## src/rtl/sar_seq_pkg.sv

```systemverilog
package sar_seq_pkg;

    // Job performed by one section in one slot of its frame
    typedef enum logic [2:0] {
        JOB_ZREF  = 3'd0,
        JOB_AZ    = 3'd1,
        JOB_CAL   = 3'd2,
        JOB_SAMP  = 3'd3,
        JOB_TRIAL = 3'd4,
        JOB_IDLE  = 3'd5,
        JOB_XFER  = 3'd6
    } job_e;

    // Number of slots that come before the first bit trial
    localparam int unsigned PRE_SLOTS = 4;

    // Map a zero-based slot to its job; the final slot hands off the result
    function automatic job_e slot_job(input int unsigned slot,
                                      input int unsigned frame,
                                      input int unsigned sar_w);
        job_e j;
        if (slot == 0)                          j = JOB_ZREF;
        else if (slot == 1)                     j = JOB_AZ;
        else if (slot == 2)                     j = JOB_CAL;
        else if (slot == 3)                     j = JOB_SAMP;
        else if (slot == frame - 1)             j = JOB_XFER;
        else if (slot < PRE_SLOTS + sar_w)      j = JOB_TRIAL;
        else                                    j = JOB_IDLE;
        return j;
    endfunction

    // Result bit under trial in a trial slot, MSB first
    function automatic int unsigned trial_bit(input int unsigned slot,
                                              input int unsigned sar_w);
        return sar_w - 1 - (slot - PRE_SLOTS);
    endfunction

endpackage

```

## src/rtl/seq_phase_ring.sv

```systemverilog
module seq_phase_ring #(
    parameter int unsigned NSECT = 16,
    localparam int unsigned PW   = $clog2(NSECT)
) (
    input  logic          clk,
    input  logic          rst,
    output logic [PW-1:0] phase
);

    typedef struct packed {
        logic [PW-1:0] ph;
    } ring_t;

    ring_t ring_d, ring_q;

    always_comb begin
        ring_d = ring_q;
        if (rst)
            ring_d.ph = '0;
        else if (ring_q.ph == PW'(NSECT - 1))
            ring_d.ph = '0;
        else
            ring_d.ph = ring_q.ph + 1'b1;
    end

    always_ff @(posedge clk) begin
        ring_q <= ring_d;
    end

    assign phase = ring_q.ph;


    phase_wrap_chk: assert property (@(posedge clk) disable iff (rst)
        (ring_q.ph == PW'(NSECT - 1)) |=> (ring_q.ph == '0));

endmodule

```

## src/rtl/seq_sect_strobe.sv

```systemverilog
module seq_sect_strobe
    import sar_seq_pkg::*;
#(
    parameter int unsigned NSECT   = 16,
    parameter int unsigned SAR_W   = 9,
    parameter int unsigned SECT_ID = 0,
    localparam int unsigned PW     = $clog2(NSECT)
) (
    input  logic             clk,
    input  logic             rst,
    input  logic [PW-1:0]    phase,
    output logic             zref,
    output logic             az,
    output logic             cal,
    output logic             samp,
    output logic [SAR_W-1:0] trial,
    output logic             xfer
);

    int unsigned slot;
    int unsigned bidx;
    job_e        job;

    always_comb begin
        if (int'(phase) >= int'(SECT_ID))
            slot = int'(phase) - SECT_ID;
        else
            slot = int'(phase) + NSECT - SECT_ID;
        job  = slot_job(slot, NSECT, SAR_W);
        bidx = (job == JOB_TRIAL) ? trial_bit(slot, SAR_W) : 0;

        zref  = (job == JOB_ZREF);
        az    = (job == JOB_AZ);
        cal   = (job == JOB_CAL);
        samp  = (job == JOB_SAMP);
        xfer  = (job == JOB_XFER);
        trial = '0;
        if (job == JOB_TRIAL)
            trial = {{(SAR_W - 1){1'b0}}, 1'b1} << bidx;
    end


    zref_then_az_chk: assert property (@(posedge clk) disable iff (rst)
        zref |=> az);

    az_then_cal_chk: assert property (@(posedge clk) disable iff (rst)
        az |=> cal);

    cal_then_samp_chk: assert property (@(posedge clk) disable iff (rst)
        cal |=> samp);

    samp_then_msb_chk: assert property (@(posedge clk) disable iff (rst)
        samp |=> trial[SAR_W-1]);

    trial_onehot_chk: assert property (@(posedge clk) disable iff (rst)
        $onehot0(trial));

    xfer_then_zref_chk: assert property (@(posedge clk) disable iff (rst)
        xfer |=> zref);

endmodule

```

## src/rtl/seq_cal_timer.sv

```systemverilog
module seq_cal_timer #(
    parameter int unsigned CAL_CYCLES = 10000,
    localparam int unsigned CW        = $clog2(CAL_CYCLES + 1)
) (
    input  logic clk,
    input  logic rst,
    output logic done
);

    typedef struct packed {
        logic [CW-1:0] cnt;
        logic          done;
    } cal_t;

    cal_t cal_d, cal_q;

    always_comb begin
        cal_d = cal_q;
        if (rst) begin
            cal_d.cnt  = '0;
            cal_d.done = 1'b0;
        end else begin
            if (cal_q.cnt != CW'(CAL_CYCLES))
                cal_d.cnt = cal_q.cnt + 1'b1;
            cal_d.done = cal_q.done | (cal_d.cnt == CW'(CAL_CYCLES));
        end
    end

    always_ff @(posedge clk) begin
        cal_q <= cal_d;
    end

    assign done = cal_q.done;


    done_sticky_chk: assert property (@(posedge clk) disable iff (rst)
        cal_q.done |=> cal_q.done);

    done_only_at_limit_chk: assert property (@(posedge clk) disable iff (rst)
        cal_q.done |-> (cal_q.cnt == CW'(CAL_CYCLES)));

endmodule

```

## src/rtl/sar_phase_seq.sv

```systemverilog
module sar_phase_seq #(
    parameter int unsigned NSECT      = 16,
    parameter int unsigned SAR_W      = 9,
    parameter int unsigned CAL_CYCLES = 10000,
    localparam int unsigned PW        = $clog2(NSECT)
) (
    input  logic                   clk,
    input  logic                   rst,
    output logic [NSECT-1:0]       zref_smp,
    output logic [NSECT-1:0]       az_cmp,
    output logic [NSECT-1:0]       cal_cmp,
    output logic [NSECT-1:0]       in_smp,
    output logic [NSECT*SAR_W-1:0] bit_step,
    output logic [NSECT-1:0]       xfer_en,
    output logic [PW-1:0]          xfer_idx,
    output logic                   cal_done
);

    logic [PW-1:0] phase;

    seq_phase_ring #(.NSECT(NSECT)) u_ring (
        .clk   (clk),
        .rst   (rst),
        .phase (phase)
    );

    for (genvar s = 0; s < NSECT; s++) begin : g_sect
        seq_sect_strobe #(
            .NSECT   (NSECT),
            .SAR_W   (SAR_W),
            .SECT_ID (s)
        ) u_strobe (
            .clk   (clk),
            .rst   (rst),
            .phase (phase),
            .zref  (zref_smp[s]),
            .az    (az_cmp[s]),
            .cal   (cal_cmp[s]),
            .samp  (in_smp[s]),
            .trial (bit_step[s*SAR_W +: SAR_W]),
            .xfer  (xfer_en[s])
        );
    end

    // Section in its last slot sits NSECT-1 behind the phase, i.e. one ahead
    always_comb begin
        if (phase == PW'(NSECT - 1))
            xfer_idx = '0;
        else
            xfer_idx = phase + 1'b1;
    end

    seq_cal_timer #(.CAL_CYCLES(CAL_CYCLES)) u_cal (
        .clk  (clk),
        .rst  (rst),
        .done (cal_done)
    );


    one_sampler_chk: assert property (@(posedge clk) disable iff (rst)
        $countones(in_smp) == 1);

    sampler_moves_up_chk: assert property (@(posedge clk) disable iff (rst)
        !$past(rst) |-> (in_smp == {$past(in_smp[NSECT-2:0]), $past(in_smp[NSECT-1])}));

    xfer_idx_matches_chk: assert property (@(posedge clk) disable iff (rst)
        xfer_en[xfer_idx] && ($countones(xfer_en) == 1));

endmodule

```

## config.mk

```make
export PLATFORM = sky130hd
export DESIGN_NAME = sar_phase_seq
export DESIGN_NICKNAME = d
export VERILOG_FILES = /design/src/rtl/sar_seq_pkg.sv /design/src/rtl/seq_phase_ring.sv /design/src/rtl/seq_sect_strobe.sv /design/src/rtl/seq_cal_timer.sv /design/src/rtl/sar_phase_seq.sv
export SDC_FILE = /design/constraint.sdc
export NUM_CORES = 1
export LEC_CHECK = 0
export ABC_CLOCK_PERIOD_IN_PS = 6200
export BUFFER_PORTS_ARGS = -buffer_cell sky130_fd_sc_hd__clkbuf_2
export CAP_MARGIN = 20
export CELL_PAD_IN_SITES_DETAIL_PLACEMENT = 1
export CELL_PAD_IN_SITES_GLOBAL_PLACEMENT = 2
export CORE_ASPECT_RATIO = 0.5
export CORE_MARGIN = 10
export CORE_UTILIZATION = 31
export DETAILED_ROUTE_END_ITERATION = 6
export GPL_ROUTABILITY_DRIVEN = 0
export HOLD_SLACK_MARGIN = 0.08
export PLACE_DENSITY = 0.85
export SLEW_MARGIN = 20
export SYNTH_ARGS = -nofsm -noshare
export SYNTH_HDL_FRONTEND = slang
export SYNTH_SLANG_ARGS = --single-unit
export TNS_END_PERCENT = 30
```

## constraint.sdc

```tcl
create_clock -name clk -period 6.2 [get_ports clk]
set_clock_uncertainty 0.1 [all_clocks]
set_input_delay 0.93 -clock clk [delete_from_list [all_inputs] [get_ports clk]]
set_output_delay 0.93 -clock clk [all_outputs]
set_load 0.005 [all_outputs]
```

# Yosys cells after proc, flatten, opt, wreduce, memory -nomap -nowiden
# Cells that the tools add are included.
# Widths: inputs -> output; s select.
[totals]
word_cells = 439
regBits = 19
input_bits = 2
[op_classes]
magnitude_cmp = 31
reduce_logical = 32
n_mux = 146
addsub = 64
eq_ne = 146
shift = 16
n_bitwise = 1
[op_table]
columns = ["op", "n"]
rows = [
  ["$mux 32", 31],
  ["$eq 32x2->1 const B", 30],
  ["$sub 32x3->32 const B", 19],
  ["$logic_not 32->1", 16],
  ["$shl 1x32->9 const A", 16],
  ["$sub 4x32->32 const A", 16],
  ["$eq 32x1->1 const B", 15],
  ["$eq 32x4->1 const B", 15],
  ["$lt 32x4->1 const B", 15],
  ["$sub 32x4->32 const B", 8],
  ["$mux 3", 80],
  ["$mux 9", 16],
  ["$eq 3x2->1 const B", 32],
  ["$eq 3x3->1 const B", 32],
  ["$sub 32x2->32 const B", 2],
  ["$eq 3x1->1 const B", 16],
  ["$logic_not 3->1", 16],
  ["$sub 4x4->5 const B", 8],
  ["$ge 4x4->1 const B", 8],
  ["$sub 32x1->32 const B", 1],
  ["$mux 14", 2],
  ["$sub 4x3->5 const B", 4],
  ["$ge 4x3->1 const B", 4],
  ["$mux 1", 16],
  ["other kinds (15)", 18],
]

# Logic depth before layout (Yosys ltp)
[logic_depth]
depth_word = 14
mapped_depth = 22

# By module
# Synthesis repeated with hierarchy kept, for this count alone.
[unflattened]
hier_cells = 1685
area_unflattened_um2 = 12660.9
[modules_own_cells]
columns = ["mod", "cells_each", "n_inst", "area_per_inst_um2", "seq_area_each_um2"]
rows = [
  ["seq_sect_strobe at g_sect[7].u_strobe", 124, 1, 988.4, 0.0],
  ["seq_sect_strobe at g_sect[1].u_strobe", 136, 1, 962.2, 0.0],
  ["seq_sect_strobe at g_sect[11].u_strobe", 126, 1, 908.4, 0.0],
  ["seq_sect_strobe at g_sect[3].u_strobe", 116, 1, 862.1, 0.0],
  ["seq_cal_timer", 95, 1, 827.0, 300.3],
  ["seq_sect_strobe at g_sect[13].u_strobe", 117, 1, 808.3, 0.0],
  ["seq_sect_strobe at g_sect[10].u_strobe", 101, 1, 752.0, 0.0],
  ["seq_sect_strobe at g_sect[5].u_strobe", 102, 1, 710.7, 0.0],
  ["seq_sect_strobe at g_sect[6].u_strobe", 95, 1, 689.4, 0.0],
  ["seq_sect_strobe at g_sect[9].u_strobe", 91, 1, 686.9, 0.0],
  ["seq_sect_strobe at g_sect[14].u_strobe", 96, 1, 683.2, 0.0],
  ["seq_sect_strobe at g_sect[4].u_strobe", 78, 1, 665.6, 0.0],
  ["seq_sect_strobe at g_sect[2].u_strobe", 85, 1, 659.4, 0.0],
  ["seq_sect_strobe at g_sect[12].u_strobe", 83, 1, 648.1, 0.0],
  ["+5 rows", "--", "--", "--", "--"],
]

# Worst setup path before layout
# Ideal clock, no wire load.
[synth_path]
path_kind = "register -> output"
startpoint = "register u_ring.ring_q (netlist bit u_ring.phase[0])"
endpoint = "output port bit_step[17]"
t_required_ns = 5.170
t_arrival_ns = 4.244
stages_incl_launch_ff = 22
slack_ns = 0.926
cell_sequence = "dfxtp_1 -> buf_6 -> buf_4 -> buf_4 -> inv_1 -> buf_2 -> ha_1 -> buf_4 -> clkbuf_1 -> nand2b_1 -> nand2_1 -> inv_1 -> ha_1 -> clkbuf_1 -> nor2b_1 -> nand2_1 -> ha_1 -> nor4_1 -> o2111ai_1 -> nor3_1 -> o221ai_1 -> nor4b_1"
[synth_via]
elab_chain_len = 14
[synth_lines]
columns = ["item", "line_no", "source"]
rows = [
  ["start: declaration", "seq_phase_ring.sv:14", "ring_t ring_d, ring_q;"],
  ["start signal: assignment", "seq_phase_ring.sv:27", "ring_q <= ring_d;"],
  ["$add 4x5->6", "seq_sect_strobe.sv:28", "slot = int'(phase) + NSECT - SECT_ID;"],
  ["$sub 32x1->32", "seq_sect_strobe.sv:28", ""],
  ["$mux 32 *", "seq_sect_strobe.sv:25", "if (int'(phase) >= int'(SECT_ID))"],
  ["branches (longest 10 deep; another with $sub 32x3->32)", "--", ""],
  ["$mux 9 *", "seq_sect_strobe.sv:38", "if (job == JOB_TRIAL)"],
  ["end: declaration", "sar_phase_seq.sv:13", "output logic [NSECT*SAR_W-1:0] bit_step,"],
]
# Mark *: on every way between the ends.

# Worst setup path in the final report
[layout_path]
startpoint = "register u_ring.ring_q (netlist bit u_ring.phase[1])"
endpoint = "output port bit_step[89]"
[layout_via]
elab_chain_len = 14
[layout_lines]
columns = ["item", "line_no"]
rows = [
  ["$add 4x5->6", "seq_sect_strobe.sv:28"],
  ["$sub 32x4->32", "seq_sect_strobe.sv:28"],
  ["$mux 32 *", "seq_sect_strobe.sv:25"],
  ["branches (longest 10 deep; another with $sub 32x3->32)", "--"],
  ["$mux 9 *", "seq_sect_strobe.sv:38"],
]
# Marks and branches as above.

==> Implementation_results.wiki <==
{| class="wikitable"
! Metric !! Value
|-
| Number of distinct library cells after synthesis || 100
|-
| Required time of the worst setup path || 5.17 ns
|-
| Remaining Overflow, GRT || 0
|-
| Total track usage || 0.202
|-
| Fraction of post-synthesis cell area in the top cell type by area || 0.182
|-
| Number of nets in the layout || 1,685
|-
| Post-detailed-routing wire length || 42,100 µm
|-
| Antenna violations before repair || 1
|-
| Share of the clock period used by the worst path after layout || 0.953
|-
| Number of antenna-violating nets in the routed design || 0
|-
| Fraction of final layout cells with drive strength greater than 1 || 0.203
|-
| Number of optimization iterations in the first detailed-route pass || 5
|-
| Standard cell with the maximum stage delay on the critical path || dfxtp_1
|-
| Hold Path Class || register to register
|-
| Cell type with the largest total area after synthesis || ha_1
|-
| Highest ir drop seen on vdd || 0.0874 mV
|-
| Max clock buf depth || 2
|-
| Utilization after layout || 0.351
|-
| Clock Latency Late Sink || 0.27 ns
|-
| Setup violations, final || 0
|-
| Top flip-flop cell by instance count after synthesis || dfxtp_1
|-
| Worst relative slew slack || 0.235
|-
| Sequential cell area fraction in the yosys report || 0.0393
|-
| Outcome || completed
|-
| Final min period || 5.91 ns
|-
| Count of flip-flops with a built-in enable after synthesis || 0
|-
| Number of instances in the synthesized netlist || 1,426
|-
| Number of DRC markers after the initial detailed-route iteration || 853
|-
| Max layer used || met4
|-
| Max Cap Viol || 0
|-
| Worst Max-Slew Pin Slew || 1.15 ns
|-
| Global-route wire length before repair || 64,300 µm
|-
| Number of buffers added by the clock tree synthesis step || 3
|-
| Placed cells || 1,949
|-
| Mean post-synth cell area || 6.78 µm²
|-
| Crit path launch type || register
|-
| Initial core utilization || 0.317
|-
| Area growth syn-to-layout || 10.7%
|-
| Total negative slack for setup checks || 0 ns
|-
| Number of standard cells in the layout, taps in and fillers out || 1,953
|-
| Critical path class || register to output port
|-
| I/O pin cnt || 231
|-
| Die Y || 145 µm
|-
| Leakage component of the power || 4.86 nW
|-
| Mapped Area || 9670 µm²
|-
| CP Max Fanout || 14
|-
| Routed vias/inst || 5.70
|-
| Final-report hold violation count || 0
|-
| Die ar. || 39,100 µm²
|-
| H-tree Lvls || 1
|-
| Biggest area contributors in the synthesized netlist || ha_1, buf_4, nor2_1
|-
| Sinks on the clock net || 19
|-
| Endpoint class of the critical path || output port
|-
| Share of synthesized registers carrying an async set or reset || 0
|-
| Overall die width || 270 µm
|-
| Count of input and output buffers || 230
|-
| Via count || 11,100
|-
| Maximum number of pins on one net before global-route repair || 39
|-
| Worst slack after detailed placement || 0.625 ns
|-
| Total of hold buffers inserted after clock tree synthesis || 0
|-
| Critical path arrival || 4.88 ns
|-
| Met1 wire length || 18,700 µm
|-
| Diode insertion count for antenna repair || 0
|-
| Worst path max stage delay || 0.53 ns
|-
| Cell-by-cell trace of the critical path || inv_1, ha_1, buf_4, nor2b_1, or2_2, inv_1, ha_1, nor2b_1, nand2_1, ha_1, nor4b_1, nand3_1, a221o_1, nor4b_2, clkbuf_2
|-
| Clock Pin Slew Worst Setup and Hold Paths || 0.07 ns
|-
| Setup repair bufs after CTS || 0
|-
| Top cell by count, worst path || ha_1
|-
| Met2 layer wire length in the routed design || 20,500 µm
|-
| Final Worst Setup Slack || 0.292 ns
|-
| Unrepaired setup endpoints after global routing || no
|-
| Final count of pins violating max slew || 0
|-
| Number of placement rows || 45
|-
| Count of synthesis-stage warnings from yosys || 0
|-
| Half-perimeter wire length of the detailed placement result || 34,200 µm
|-
| Flip-flop and latch count after synthesis || 19
|-
| Core region area || 30,500 µm²
|-
| Number of global-route vias before repair || 11,200
|-
| Number of DRC violations after detailed routing || 0
|-
| Max Fclk || 0.169 GHz
|-
| Root Buffer Master || clkbuf_16
|-
| CTS tree || built
|-
| Average detailed-routed wire length per instance || 21.5 µm
|-
| P per Cell Area || 134 nW/µm²
|-
| Setup slack of the most critical reg-to-reg path || 3.89 ns
|-
| WL met3 || 2340 µm
|}
-- synthesized netlist by cell type, types with 19 or more instances --
library cell,n
dfxtp_1,19
buf_4,87
inv_1,71
nor4b_1,20
nand2b_1,45
nor3_1,98
a21oi_1,48
nand3_1,49
nand2_1,147
nand4_1,22
buf_2,20
o21ai_0,45
nor2_1,154
nor4_1,60
ha_1,141
clkbuf_1,58
nor2b_1,19
-- metal layers --
| metal | track usage | vias up |
|---|---|---|
| met3 | 0.0314 | 47 |
| li1 | - | 5250 |
| met1 | 0.254 | 5514 |
| met2 | 0.363 | 320 |
| met5 | 0 | - |
| met4 | 0.0362 | 0 |
-- through the flow --
stage / power (mW) / instance area [µm²] / hold WS, ns
after global routing: 1.56 / 10700 / 0.414
final: 1.43 / 10700 / 0.383
after CTS: 1.42 / 10700 / 0.390
after floorplan: 0.944 / 9720 / 0.348
after detailed placement: 1.26 / 10600 / 0.379
after global placement: 1.21 / 10600 / 0.350
-- flip-flops by register name, summed over array words and instances, names as in the netlist --
signal	cells
u_ring.phase	4
u_cal.done	1
u_cal.cal_q	14
-- repair_timing --
action | CTS | global route
setup endpoints to repair | 0 | 3
endpoints found under the hold margin | 0 | 0
gates resized for setup | 0 | 1
-- where the power goes --
group	internal, mW	switching, mW	total, mW
clock network	0.0878	0.0622	0.150
registers	0.125	0.00645	0.132
logic	0.392	0.757	1.15
-- cell families after synthesis --
logic type	Yosys count	synth area share
XOR/XNOR	33	0.0361
multiplexers	8	0.00867
AND/OR/NAND/NOR	738	0.407
other	1	0.000388
buffers and inverters	252	0.137
adder cells (fa/ha/maj)	156	0.209
AO/OA/AOI/OAI	219	0.162
flip-flops	19	0.0393
-- cell type report --
cell class                      count  area (µm²)
Inverter                           77         293
Timing Repair Buffer              262        1390
Clock inverter                      1        7.51
Clock buffer                        3        75.1
Tap cell                          423         529
Multi-Input combinational cell   1168        8020
Fill cell                        3978       19800
Sequential cell                    19         382
-- cell usage in the layout (no fill, tap or decap), types with 16 or more instances in the layout --
cell | Yosys | layout
clkbuf_2 | 0 | 230
nor2_1 | 154 | 154
nand2_1 | 147 | 147
ha_1 | 141 | 141
nor3_1 | 98 | 98
inv_1 | 71 | 71
nor4_1 | 60 | 60
nand3_1 | 49 | 49
a21oi_1 | 48 | 48
nand2b_1 | 45 | 45
o21ai_0 | 45 | 45
buf_4 | 87 | 32
nand4_1 | 22 | 22
nor4b_1 | 20 | 20
nor2b_1 | 19 | 19
xnor2_1 | 18 | 18
dfxtp_1 | 19 | 18
and3_1 | 16 | 16
-- path summary, 6_finish.rpt --
kind / start / endpoint / depth (start not counted)
setup / recovery: u_ring.phase[1] / bit_step[89] / 15
hold / removal: u_cal.done / u_cal.done / 2
setup reg to reg: u_ring.phase[1] / u_ring.phase[2] / 5
hold reg to reg: u_cal.done / u_cal.done / 2
-- critical path, delay by kind of cell, from the launching register on --
kind                     cells  cell delay, ns
AO/OA/AOI/OAI                1            0.42
adder cells (fa/ha/maj)      3            1.02
buffers and inverters        4            0.75
flip-flops                   1            0.53
AND/OR/NAND/NOR              7            1.90
Power figures use the tool's default switching activity.
